<file path="config.mk">
export PLATFORM = sky130hd
export DESIGN_NAME = asram_ctl
export DESIGN_NICKNAME = d
export VERILOG_FILES = /design/src/rtl/asram_pkg.sv /design/src/rtl/asram_wait_timer.sv /design/src/rtl/asram_phase_fsm.sv /design/src/rtl/asram_data_path.sv /design/src/rtl/asram_ctl.sv
export SDC_FILE = /design/constraint.sdc
export NUM_CORES = 1
export LEC_CHECK = 0
export BUFFER_PORTS_ARGS = -buffer_cell sky130_fd_sc_hd__clkbuf_2
export CAP_MARGIN = 0
export CORE_ASPECT_RATIO = 0.8
export CORE_MARGIN = 2
export CORE_UTILIZATION = 55
export CTS_BUF_LIST = sky130_fd_sc_hd__clkbuf_2 sky130_fd_sc_hd__clkbuf_4 sky130_fd_sc_hd__clkbuf_8
export DETAILED_ROUTE_END_ITERATION = 7
export HOLD_SLACK_MARGIN = 0.1
export PLACE_DENSITY = 0.95
export SLEW_MARGIN = 40
export SYNTH_ARGS = -nofsm -noshare
export SYNTH_HDL_FRONTEND = slang
export SYNTH_HIERARCHICAL = 1
export SYNTH_SLANG_ARGS = --single-unit
</file>
<file path="constraint.sdc">
create_clock -name clk -period 3.5 [get_ports clk]
set_input_delay 0.175 -clock clk [delete_from_list [all_inputs] [get_ports clk]]
set_output_delay 0.175 -clock clk [all_outputs]
set_load 0.1 [all_outputs]
</file>
<file path="src/rtl/asram_pkg.sv">
`timescale 1ns/1ps
package asram_pkg;

   typedef enum logic [2:0] {
      PH_IDLE,
      PH_READ,
      PH_WSETTLE,
      PH_WDRIVE,
      PH_WRECOVER
   } phase_e;

   function automatic int ns_to_cycles(input int ns, input int period_ns);
      int c;
      c = (ns + period_ns - 1) / period_ns;
      return (c < 1) ? 1 : c;
   endfunction

   function automatic int imax(input int a, input int b);
      return (a > b) ? a : b;
   endfunction

endpackage

</file>
<file path="src/rtl/asram_wait_timer.sv">
`timescale 1ns/1ps
module asram_wait_timer #(
   parameter int CNT_W = 5
) (
   input  logic             clk,
   input  logic             rst_n,
   input  logic             load,
   input  logic [CNT_W-1:0] load_val,
   output logic             done
);

   logic [CNT_W-1:0] cnt_q;

   always_ff @(posedge clk) begin
      if (!rst_n)
         cnt_q <= '0;
      else if (load)
         cnt_q <= load_val;
      else if (cnt_q != '0)
         cnt_q <= cnt_q - 1'b1;
   end

   assign done = (cnt_q == '0);

endmodule

</file>
<file path="src/rtl/asram_phase_fsm.sv">
`timescale 1ns/1ps
module asram_phase_fsm
   import asram_pkg::*;
#(
   parameter int CNT_W = 5,
   parameter int RD_N  = 18,
   parameter int HZ_N  = 8,
   parameter int DRV_N = 8,
   parameter int REC_N = 2
) (
   input  logic             clk,
   input  logic             rst_n,
   input  logic             req_valid,
   input  logic             req_write,
   input  logic             tmr_done,
   output logic             tmr_load,
   output logic [CNT_W-1:0] tmr_val,
   output logic             accept,
   output logic             capture,
   output logic             idle,
   output logic             cs_n,
   output logic             oe_n,
   output logic             we_n,
   output logic             dq_oe
);

   phase_e ph_q, ph_d;

   always_comb begin
      ph_d     = ph_q;
      tmr_load = 1'b0;
      tmr_val  = '0;
      case (ph_q)
         PH_IDLE: if (req_valid) begin
            tmr_load = 1'b1;
            if (req_write) begin
               ph_d    = PH_WSETTLE;
               tmr_val = CNT_W'(HZ_N - 1);
            end else begin
               ph_d    = PH_READ;
               tmr_val = CNT_W'(RD_N - 1);
            end
         end
         PH_READ: if (tmr_done) ph_d = PH_IDLE;
         PH_WSETTLE: if (tmr_done) begin
            ph_d     = PH_WDRIVE;
            tmr_load = 1'b1;
            tmr_val  = CNT_W'(DRV_N - 1);
         end
         PH_WDRIVE: if (tmr_done) begin
            ph_d     = PH_WRECOVER;
            tmr_load = 1'b1;
            tmr_val  = CNT_W'(REC_N - 1);
         end
         PH_WRECOVER: if (tmr_done) ph_d = PH_IDLE;
         default: ph_d = PH_IDLE;
      endcase
   end

   assign idle    = (ph_q == PH_IDLE);
   assign accept  = idle && req_valid;
   assign capture = (ph_q == PH_READ) && tmr_done;

   // Strobes are registered from the next phase so the pins never glitch
   always_ff @(posedge clk) begin
      if (!rst_n) begin
         ph_q  <= PH_IDLE;
         cs_n  <= 1'b1;
         oe_n  <= 1'b1;
         we_n  <= 1'b1;
         dq_oe <= 1'b0;
      end else begin
         ph_q  <= ph_d;
         cs_n  <= !(ph_d == PH_READ || ph_d == PH_WSETTLE || ph_d == PH_WDRIVE);
         oe_n  <= (ph_d != PH_READ);
         we_n  <= !(ph_d == PH_WSETTLE || ph_d == PH_WDRIVE);
         dq_oe <= (ph_d == PH_WDRIVE);
      end
   end

   // the pad drives only inside a write pulse with output enable off
   p_drive_window_r6: assert property (@(posedge clk) disable iff (!rst_n)
      dq_oe |-> (!we_n && oe_n && !cs_n));

   // write enable low implies a write encoding
   p_write_enc_r3: assert property (@(posedge clk) disable iff (!rst_n)
      !we_n |-> (!cs_n && oe_n));

endmodule

</file>
<file path="src/rtl/asram_data_path.sv">
`timescale 1ns/1ps
module asram_data_path #(
   parameter int ADDR_W = 18,
   parameter int DATA_W = 4
) (
   input  logic              clk,
   input  logic              rst_n,
   input  logic              accept,
   input  logic              capture,
   input  logic [ADDR_W-1:0] req_addr,
   input  logic [DATA_W-1:0] req_wdata,
   input  logic [DATA_W-1:0] mem_dq_in,
   output logic [ADDR_W-1:0] mem_addr,
   output logic [DATA_W-1:0] mem_dq_out,
   output logic              rsp_valid,
   output logic [DATA_W-1:0] rsp_rdata
);

   logic [ADDR_W-1:0] addr_q;
   logic [DATA_W-1:0] wdata_q;
   logic [DATA_W-1:0] rdata_q;
   logic              rvld_q;

   always_ff @(posedge clk) begin
      if (!rst_n) begin
         addr_q  <= '0;
         wdata_q <= '0;
      end else if (accept) begin
         addr_q  <= req_addr;
         wdata_q <= req_wdata;
      end
   end

   always_ff @(posedge clk) begin
      if (!rst_n) begin
         rdata_q <= '0;
         rvld_q  <= 1'b0;
      end else begin
         rvld_q <= capture;
         if (capture) rdata_q <= mem_dq_in;
      end
   end

   assign mem_addr   = addr_q;
   assign mem_dq_out = wdata_q;
   assign rsp_valid  = rvld_q;
   assign rsp_rdata  = rdata_q;

endmodule

</file>
<file path="src/rtl/asram_ctl.sv">
`timescale 1ns/1ps
module asram_ctl
   import asram_pkg::*;
#(
   parameter int ADDR_W  = 18,
   parameter int DATA_W  = 4,
   parameter int CLK_NS  = 4,
   parameter int T_RC_NS = 70,
   parameter int T_OE_NS = 30,
   parameter int T_WP_NS = 45,
   parameter int T_AW_NS = 60,
   parameter int T_DW_NS = 30,
   parameter int T_WC_NS = 70,
   parameter int T_HZ_NS = 30
) (
   input  logic              clk,
   input  logic              rst_n,
   input  logic              req_valid,
   output logic              req_ready,
   input  logic              req_write,
   input  logic [ADDR_W-1:0] req_addr,
   input  logic [DATA_W-1:0] req_wdata,
   output logic              rsp_valid,
   output logic [DATA_W-1:0] rsp_rdata,
   output logic              mem_cs_n,
   output logic              mem_oe_n,
   output logic              mem_we_n,
   output logic [ADDR_W-1:0] mem_addr,
   output logic [DATA_W-1:0] mem_dq_out,
   output logic              mem_dq_oe,
   input  logic [DATA_W-1:0] mem_dq_in
);

   localparam int RD_N  = imax(ns_to_cycles(T_RC_NS, CLK_NS), ns_to_cycles(T_OE_NS, CLK_NS));
   localparam int HZ_N  = ns_to_cycles(T_HZ_NS, CLK_NS);
   localparam int DW_N  = ns_to_cycles(T_DW_NS, CLK_NS);
   localparam int WP_N  = ns_to_cycles(T_WP_NS, CLK_NS);
   localparam int AW_N  = ns_to_cycles(T_AW_NS, CLK_NS);
   localparam int WC_N  = ns_to_cycles(T_WC_NS, CLK_NS);
   localparam int DRV_N = imax(DW_N, imax(WP_N - HZ_N, AW_N - HZ_N));
   localparam int REC_N = imax(1, WC_N - HZ_N - DRV_N);
   localparam int MAX_N = imax(RD_N, imax(HZ_N, imax(DRV_N, REC_N)));
   localparam int CNT_W = $clog2(MAX_N + 1);

   generate
      if (CLK_NS < 1) begin : g_bad_clk
         $error("asram_ctl: CLK_NS must be at least 1");
      end
      if (ADDR_W < 1 || DATA_W < 1) begin : g_bad_width
         $error("asram_ctl: ADDR_W and DATA_W must be positive");
      end
   endgenerate

   logic             tmr_load, tmr_done;
   logic [CNT_W-1:0] tmr_val;
   logic             accept, capture, idle;

   asram_wait_timer #(.CNT_W(CNT_W)) u_timer (
      .clk      (clk),
      .rst_n    (rst_n),
      .load     (tmr_load),
      .load_val (tmr_val),
      .done     (tmr_done)
   );

   asram_phase_fsm #(
      .CNT_W (CNT_W),
      .RD_N  (RD_N),
      .HZ_N  (HZ_N),
      .DRV_N (DRV_N),
      .REC_N (REC_N)
   ) u_fsm (
      .clk       (clk),
      .rst_n     (rst_n),
      .req_valid (req_valid),
      .req_write (req_write),
      .tmr_done  (tmr_done),
      .tmr_load  (tmr_load),
      .tmr_val   (tmr_val),
      .accept    (accept),
      .capture   (capture),
      .idle      (idle),
      .cs_n      (mem_cs_n),
      .oe_n      (mem_oe_n),
      .we_n      (mem_we_n),
      .dq_oe     (mem_dq_oe)
   );

   asram_data_path #(.ADDR_W(ADDR_W), .DATA_W(DATA_W)) u_data (
      .clk        (clk),
      .rst_n      (rst_n),
      .accept     (accept),
      .capture    (capture),
      .req_addr   (req_addr),
      .req_wdata  (req_wdata),
      .mem_dq_in  (mem_dq_in),
      .mem_addr   (mem_addr),
      .mem_dq_out (mem_dq_out),
      .rsp_valid  (rsp_valid),
      .rsp_rdata  (rsp_rdata)
   );

   assign req_ready = idle;

   // output enable low only with a read encoding and the pad released
   p_read_enc_r2: assert property (@(posedge clk) disable iff (!rst_n)
      !mem_oe_n |-> (!mem_cs_n && mem_we_n && !mem_dq_oe));

   // address frozen while the memory is selected
   p_addr_hold_r8: assert property (@(posedge clk) disable iff (!rst_n)
      (!mem_cs_n && $past(!mem_cs_n)) |-> $stable(mem_addr));

   // ready never overlaps an access, read strobe lasts one cycle
   p_ready_idle_r9: assert property (@(posedge clk) disable iff (!rst_n)
      req_ready |-> mem_cs_n);
   p_rsp_single_r9: assert property (@(posedge clk) disable iff (!rst_n)
      rsp_valid |=> !rsp_valid);

   // bus released on the edge that ends the write pulse
   p_release_r6: assert property (@(posedge clk) disable iff (!rst_n)
      $rose(mem_we_n) |-> !mem_dq_oe);

endmodule

</file>
==> results of run 1 <==
-- worst max-delay path by stage --
| stage | slack (ps) | start | end | cells past startpoint |
|---|---|---|---|---|
| 5_1_grt | 700 | u_timer/cnt_q[1] | u_timer/cnt_q[4] | 8 |
| 3_5_place_dp | 1030 | u_timer/cnt_q[0] | u_timer/cnt_q[0] | 8 |
| 3_3_place_gp | 1230 | u_timer/cnt_q[0] | u_data/rsp_rdata[0] | 7 |
| 4_1_cts | 1000 | u_timer/cnt_q[0] | u_timer/cnt_q[0] | 8 |
| 2_1_floorplan | 920 | u_fsm/ph_q[1] | u_data/mem_addr[0] | 7 |
| 6_report | 1000 | u_timer/cnt_q[0] | u_timer/cnt_q[4] | 8 |
-- report_power, final --
part	internal, mW	switching (mW)	total, mW
clock	0.155	0.146	0.301
sequential	0.513	0.0595	0.572
combinational	0.187	0.527	0.714
total	0.855	0.732	1.59
-- sequential cells by signal, summed over array words and instances, names as in the netlist, 3 cells and up --
register and flops:
u_data/mem_addr 18, u_timer/cnt_q 5, u_data/mem_dq_out 4, u_data/rsp_rdata 4
u_fsm/ph_q 3
-- logic make-up (layout without fill, tap and decap cells) --
kind of cell	Yosys count	after routing	synth area share [%]
xor+xnor	2	2	1.015
simple gates	59	59	22.41
flops	39	39	45.25
fa+ha+maj	1	1	0.7250
compound gates	16	16	6.745
buf+inv	19	75	8.556
mux	26	26	15.08
other cells	1	1	0.2173
-- routing by layer --
layer | track usage, % | wire, um
met5 | 0 | 0
met4 | 11.22 | 77
met3 | 7.531 | 219
met2 | 27.67 | 1489
met1 | 24.07 | 1513
-- cells in the final DEF (no fill, tap or decap), types with 2 or more instances in the layout --
master    synthesis  layout
o311ai_0          3       3
clkbuf_8          0       5
nand2b_1          2       2
inv_1             4       4
nor2b_1          27      27
clkbuf_4          0       2
dfxtp_1          39      39
a21oi_1           3       3
nand4_1           2       2
and3b_1           2       2
nand3_1           6       6
and2_1            2       2
nand2_1           4       4
or4b_1            2       2
clkbuf_2          1      61
mux2i_1          26      26
nand3b_1          2       2
nor3_1            3       2
or3b_1            2       2
-- through the flow --
stage	power, mW	util [%]
4_1_cts	1.596	67.53
2_1_floorplan	1.234	-
3_3_place_gp	1.273	64.61
6_report	1.588	67.53
3_5_place_dp	1.294	64.61
5_1_grt	1.670	67.53
-- cell type report --
type	instances	share of cell area (%)
inverters	5	0.9141
multi-input cells	105	39.06
repair buffers	62	15.23
clock buffers	7	4.083
well taps	40	2.438
clock inverters	1	0.2438
flip-flops and latches	39	38.03
-- worst min-delay path: stages --
cell      delay, ps
clkbuf_2         70
mux2i_1          60
nor2b_1          90
==> flow_metrics.env, run 1 <==
export IMPL_fmax_mhz=399.4
export IMPL_io_buffers=61
export IMPL_vdd_drop_max_mv=0.3911
export IMPL_yosysWarnings=6
export IMPL_synthCells=163
export IMPL_grt_overflow=0
export IMPL_syn_area_sq_um=1725
export IMPL_synth_largest_area_cell="dfxtp_1"
export IMPL_grt_pass1_wl_um=4899
export IMPL_end_kind="flip-flop"
export IMPL_stdcell_area_sq_um=2053
export IMPL_grt_pass1_vias=1070
export IMPL_num_antenna_cells=0
export IMPL_place_ws_ps=1027
export IMPL_status="finished clean"
export IMPL_post_cts_buffers=0
export IMPL_place_inst=251
export IMPL_rsz0062_at_grt="no"
export IMPL_p_leak_nw=0.9301
export IMPL_drt_wl_total_um=3299
export IMPL_timing_setup_critical_path_class="reg -> reg"
export IMPL_setup_violations_final=0
export IMPL_dp_final_hpwl_um=2393
export IMPL_avgRoutedWirePerCell_um=12.74
export IMPL_min_period_over_period_pct=71.54
export IMPL_synth_seq_area_share_pct=45.25
export IMPL_worst_path_largest_cell_delay_ps=560
export IMPL_path_cells="inv_1, ha_1, nor4b_4, nand2_1, a21oi_1, inv_1, o311ai_0, a21oi_1"
export IMPL_holdPathEnd="u_data/mem_addr[3]"
export IMPL_fin_hold_ws_ps=142.6
export IMPL_r2r_slack_ps=1000
export IMPL_finalMaxSlewViolations=0
export IMPL_cts_resized=0
export IMPL_grt_antenna_before_repair=0
export IMPL_fin_ws_ps=995.9
export IMPL_crit_fanout=13
export IMPL_worstHoldPathCells=3
export IMPL_die_w_um=66.62
export IMPL_rows=18
export IMPL_grt_max_degree=40
export IMPL_drc=0
export IMPL_fin_cells=259
export IMPL_slew_headroom_pct=47.41
export IMPL_groute_usage_overall_pct=19.07
export IMPL_synth_edf_count=0
export IMPL_avgViaCountPerCell=5.039
export IMPL_cp_start_kind="flip-flop"
export IMPL_yosysTopAreaCellShare_pct=45.25
export IMPL_via_count=1305
export IMPL_r2r_cells=8
export IMPL_dieArea_sq_um=3604
export IMPL_clkTransAtPathRegs_ps=70
export IMPL_synth_ff_type="dfxtp_1"
export IMPL_clk_insertion_delay_late_ps=290
export IMPL_min_period_ps=2504
export IMPL_async_flop_share_pct=0
export IMPL_ctsHtreeMaxLevel=2
export IMPL_worstReg2RegEnd="u_timer/cnt_q[4]"
export IMPL_synthesis_nets=194
export IMPL_timing_rr_start="u_timer/cnt_q[0]"
export IMPL_drtIter0Drc=50
export IMPL_drtPass1Iterations=4
export IMPL_powerDensity_nw_per_um2=773.2
export IMPL_yosysUniqueCellTypes=42
export IMPL_numCtsBuffers=5
export IMPL_maxCapViolCount=0
export IMPL_critPathRequiredTime_ps=3670
export IMPL_ys_seq_elements=39
export IMPL_cp_top_family="compound AO/OA/AOI/OAI gates"
export IMPL_worstMarginPinSlew_ps=782.8
export IMPL_cts_buffer_depth=2
export IMPL_synthTopCellsByArea="dfxtp_1, mux2i_1, nor2b_1, buf_6, buf_12"
export IMPL_start_util_pct=56.75
export IMPL_syn_mean_instance_area_sq_um=10.59
export IMPL_nNetsFinal=249
export IMPL_clock_sinks=39
export IMPL_fin_skew_ps=3.852
export IMPL_min_from="req_addr[3]"
export IMPL_synth_most_common_cell="dfxtp_1"
export IMPL_finalHoldViolations=0
export IMPL_min_path_type="in -> reg"
export IMPL_area_delta_synth_final_pct=19.00
export IMPL_gp_congestion=0.7943
export IMPL_cts_root_buf="clkbuf_8"
export IMPL_synth_top_cells_by_count="dfxtp_1, nor2b_1, mux2i_1"
export IMPL_placed_area_sq_um=1964
export IMPL_io_pins=62
export IMPL_cts_tree="yes"
export IMPL_regArea_sq_um=780.7
export IMPL_cp_slowest_cell="nor4b_4"
export IMPL_ant_nets=0
export IMPL_multi_input_comb_area_sq_um=802.0
export IMPL_setup_tns_ps=0
export IMPL_fillers=247
export IMPL_path_buf_inv=2
export IMPL_core_sq_um=3040
export IMPL_layout_drive_gt1_share_pct=33.33
export IMPL_die_h_um=54.10
export IMPL_postCtsHoldBufs=0
export IMPL_arrival_ps=2670
Note: power is estimated with default switching activity, not from simulation.
==> run 2, diff against run 1 <==
Settings changed: CORE_UTILIZATION 55 to 46, PLACE_DENSITY 0.95 to 0.88.
Clock period 3.5 ns to 2.2 ns, I/O delays scaled along.
==> run 2 against run 1 <==
Compared with the run above: flip-flop and latch count is the same; sequential share of layout area fell by 3.6 points; critical path depth stayed put; global-route usage decreased by 2.6 points; hold slack lost 44 ps; register-to-register slack got worse by 750 ps; maximum frequency grew 28%; clock skew is 2.2 ps higher; setup slack got worse by 750 ps; largest power group unchanged; die area up 18%; clock-buffer cell count unchanged.
==> flow_metrics.env, run 2 (synthesis gave the netlist of run 1 again) <==
export IMPL_cp_slowest_cell="nor4b_4"
export IMPL_worstHoldPathCells=3
export IMPL_start_util_pct=49.04
export IMPL_rsz0062_at_grt="no"
export IMPL_avgViaCountPerCell=4.961
export IMPL_path_buf_inv=2
export IMPL_maxCapViolCount=0
export IMPL_grt_antenna_before_repair=0
export IMPL_drtIter0Drc=28
export IMPL_worstReg2RegEnd="u_data/rsp_rdata[1]"
export IMPL_slew_headroom_pct=58.11
export IMPL_grt_overflow=0
export IMPL_clk_insertion_delay_late_ps=280
export IMPL_setup_tns_ps=0
export IMPL_fin_ws_ps=243.7
export IMPL_p_comb_share_pct=46.1
export IMPL_finalHoldViolations=0
export IMPL_cts_tree="yes"
export IMPL_fmax_mhz=511.2
export IMPL_path_cells="inv_1, ha_1, nor4b_4, nand2_1, nor3_1, buf_4, mux2i_1, nor2b_1"
export IMPL_critPathRequiredTime_ps=2380
export IMPL_min_from="req_addr[6]"
export IMPL_fillers=283
export IMPL_grt_pass1_vias=1289
export IMPL_cp_top_family="simple AND/OR/NAND/NOR gates"
export IMPL_end_kind="flip-flop"
export IMPL_final_cell_mix="clkbuf_2, dfxtp_1, nor2b_1, mux2i_1, dlygate4sd3_1"
export IMPL_timing_setup_critical_path_class="reg -> reg"
export IMPL_min_period_ps=1956
export IMPL_intPower_mw=1.474
export IMPL_crit_fanout=8
export IMPL_num_antenna_cells=0
export IMPL_pwr_share_clk_pct=19.5
export IMPL_avgRoutedWirePerCell_um=12.40
export IMPL_rows=19
export IMPL_via_count=1394
export IMPL_core_sq_um=3518
export IMPL_dp_final_hpwl_um=2327
export IMPL_fin_hold_ws_ps=98.85
export IMPL_dieArea_sq_um=4260
export IMPL_grt_max_degree=40
export IMPL_p_seq_share_pct=34.4
export IMPL_io_buffers=61
export IMPL_layout_drive_gt1_share_pct=32.64
export IMPL_cp_startpoint="u_timer/cnt_q[0]"
export IMPL_setup_violations_final=0
export IMPL_timing_rr_start="u_timer/cnt_q[0]"
export IMPL_clkTransAtPathRegs_ps=80
export IMPL_powerDensity_nw_per_um2=1173
export IMPL_p_leak_nw=1.022
export IMPL_largest_register_ffs=18
export IMPL_worstMarginPinSlew_ps=628.3
export IMPL_ant_nets=0
export IMPL_place_inst=256
export IMPL_cts_root_buf="clkbuf_8"
export IMPL_fin_cells=281
export IMPL_grt_pass1_wl_um=5437
export IMPL_finalMaxSlewViolations=0
export IMPL_die_h_um=58.78
export IMPL_min_path_type="in -> reg"
export IMPL_die_w_um=72.48
export IMPL_arrival_ps=2130
export IMPL_fin_util_pct=64.37
export IMPL_groute_usage_overall_pct=16.46
export IMPL_status="finished clean"
export IMPL_nNetsFinal=269
export IMPL_drt_wl_total_um=3485
export IMPL_clock_sinks=39
export IMPL_drtPass1Iterations=4
export IMPL_drc=0
export IMPL_r2r_cells=8
export IMPL_min_period_over_period_pct=88.92
export IMPL_gp_congestion=0.8807
export IMPL_p_sw_share_pct=44.48
export IMPL_numCtsBuffers=5
export IMPL_ctsHtreeMaxLevel=2
export IMPL_cp_start_kind="flip-flop"
export IMPL_fin_skew_ps=6.020
export IMPL_r2r_slack_ps=240
export IMPL_place_ws_ps=163.3
export IMPL_holdPathEnd="u_data/mem_addr[6]"
export IMPL_p_switching_mw=1.181
export IMPL_area_delta_synth_final_pct=31.25
export IMPL_worst_path_largest_cell_delay_ps=440
export IMPL_io_pins=62
export IMPL_vdd_drop_max_mv=0.6118
export IMPL_final_common_cell="clkbuf_2"
export IMPL_cts_buffer_depth=2
-- run 2: cell count changes in the layout (fill, tap and decap cells not counted), sizes merged --
| cell | previous run | this run |
|---|---|---|
| dlygate4sd3 | 0 | 15 |
| buf | 1 | 6 |
| clkinvlp | 0 | 1 |
| clkinv | 1 | 0 |
-- run 2: final cells by class --
| cell class | instances | area (sq um) | area share [%] |
|---|---|---|---|
| clock buffer | 7 | 96.34 | 4.254 |
| clock inverter | 1 | 7.507 | 0.3315 |
| inverter | 5 | 18.77 | 0.8287 |
| multi-input combinational | 105 | 808.3 | 35.69 |
| sequential | 39 | 780.7 | 34.48 |
| tap | 42 | 52.55 | 2.320 |
| timing repair buffer | 82 | 500.5 | 22.10 |
-- run 2: power groups by stage --
stage | logic (mW) | clock network [mW] | registers [mW]
floorplan | 0.594 | 0 | 1.37
global placement | 1.13 | 0 | 0.921
detailed placement | 1.14 | 0 | 0.926
CTS | 1.17 | 0.534 | 0.912
global route | 1.29 | 0.570 | 0.928
finish | 1.22 | 0.517 | 0.914
-- run 2: metal layers --
metal,up-vias,GRT usage (%),wire (um)
met2,49,29.23,1696
met1,630,19.59,1557
met4,0,5.556,38
met3,4,4.110,193
met5,-,0,0
li1,711,-,-
-- run 2: worst min-delay path, stage by stage --
cell and delay, ps:
clkbuf_2 80, mux2i_1 60, nor2b_1 90
-- run 2: how the worst max path moves through the flow --
stage          depth (start not counted)  slack [ps]                   to
2_1_floorplan                          7          70   u_data/mem_addr[0]
3_3_place_gp                           8         260  u_data/rsp_rdata[1]
3_5_place_dp                           9         160     u_timer/cnt_q[3]
4_1_cts                                8         160     u_timer/cnt_q[0]
5_1_grt                                8           2  u_data/rsp_rdata[0]
6_report                               8         240  u_data/rsp_rdata[1]
-- run 2: what timing repair did --
action,CTS,global route
setup buffers,0,2
hold buffers,15,0
endpoints found under the hold margin,15,0
endpoints found under the setup margin,0,8
gates resized for setup,0,0
-- run 2: stage by stage --
step | power, mW | area, sq um
5_1_grt | 2.790 | 2265
3_3_place_gp | 2.051 | 1996
3_5_place_dp | 2.071 | 1996
2_1_floorplan | 1.968 | 1737
4_1_cts | 2.615 | 2250
6_report | 2.655 | 2265
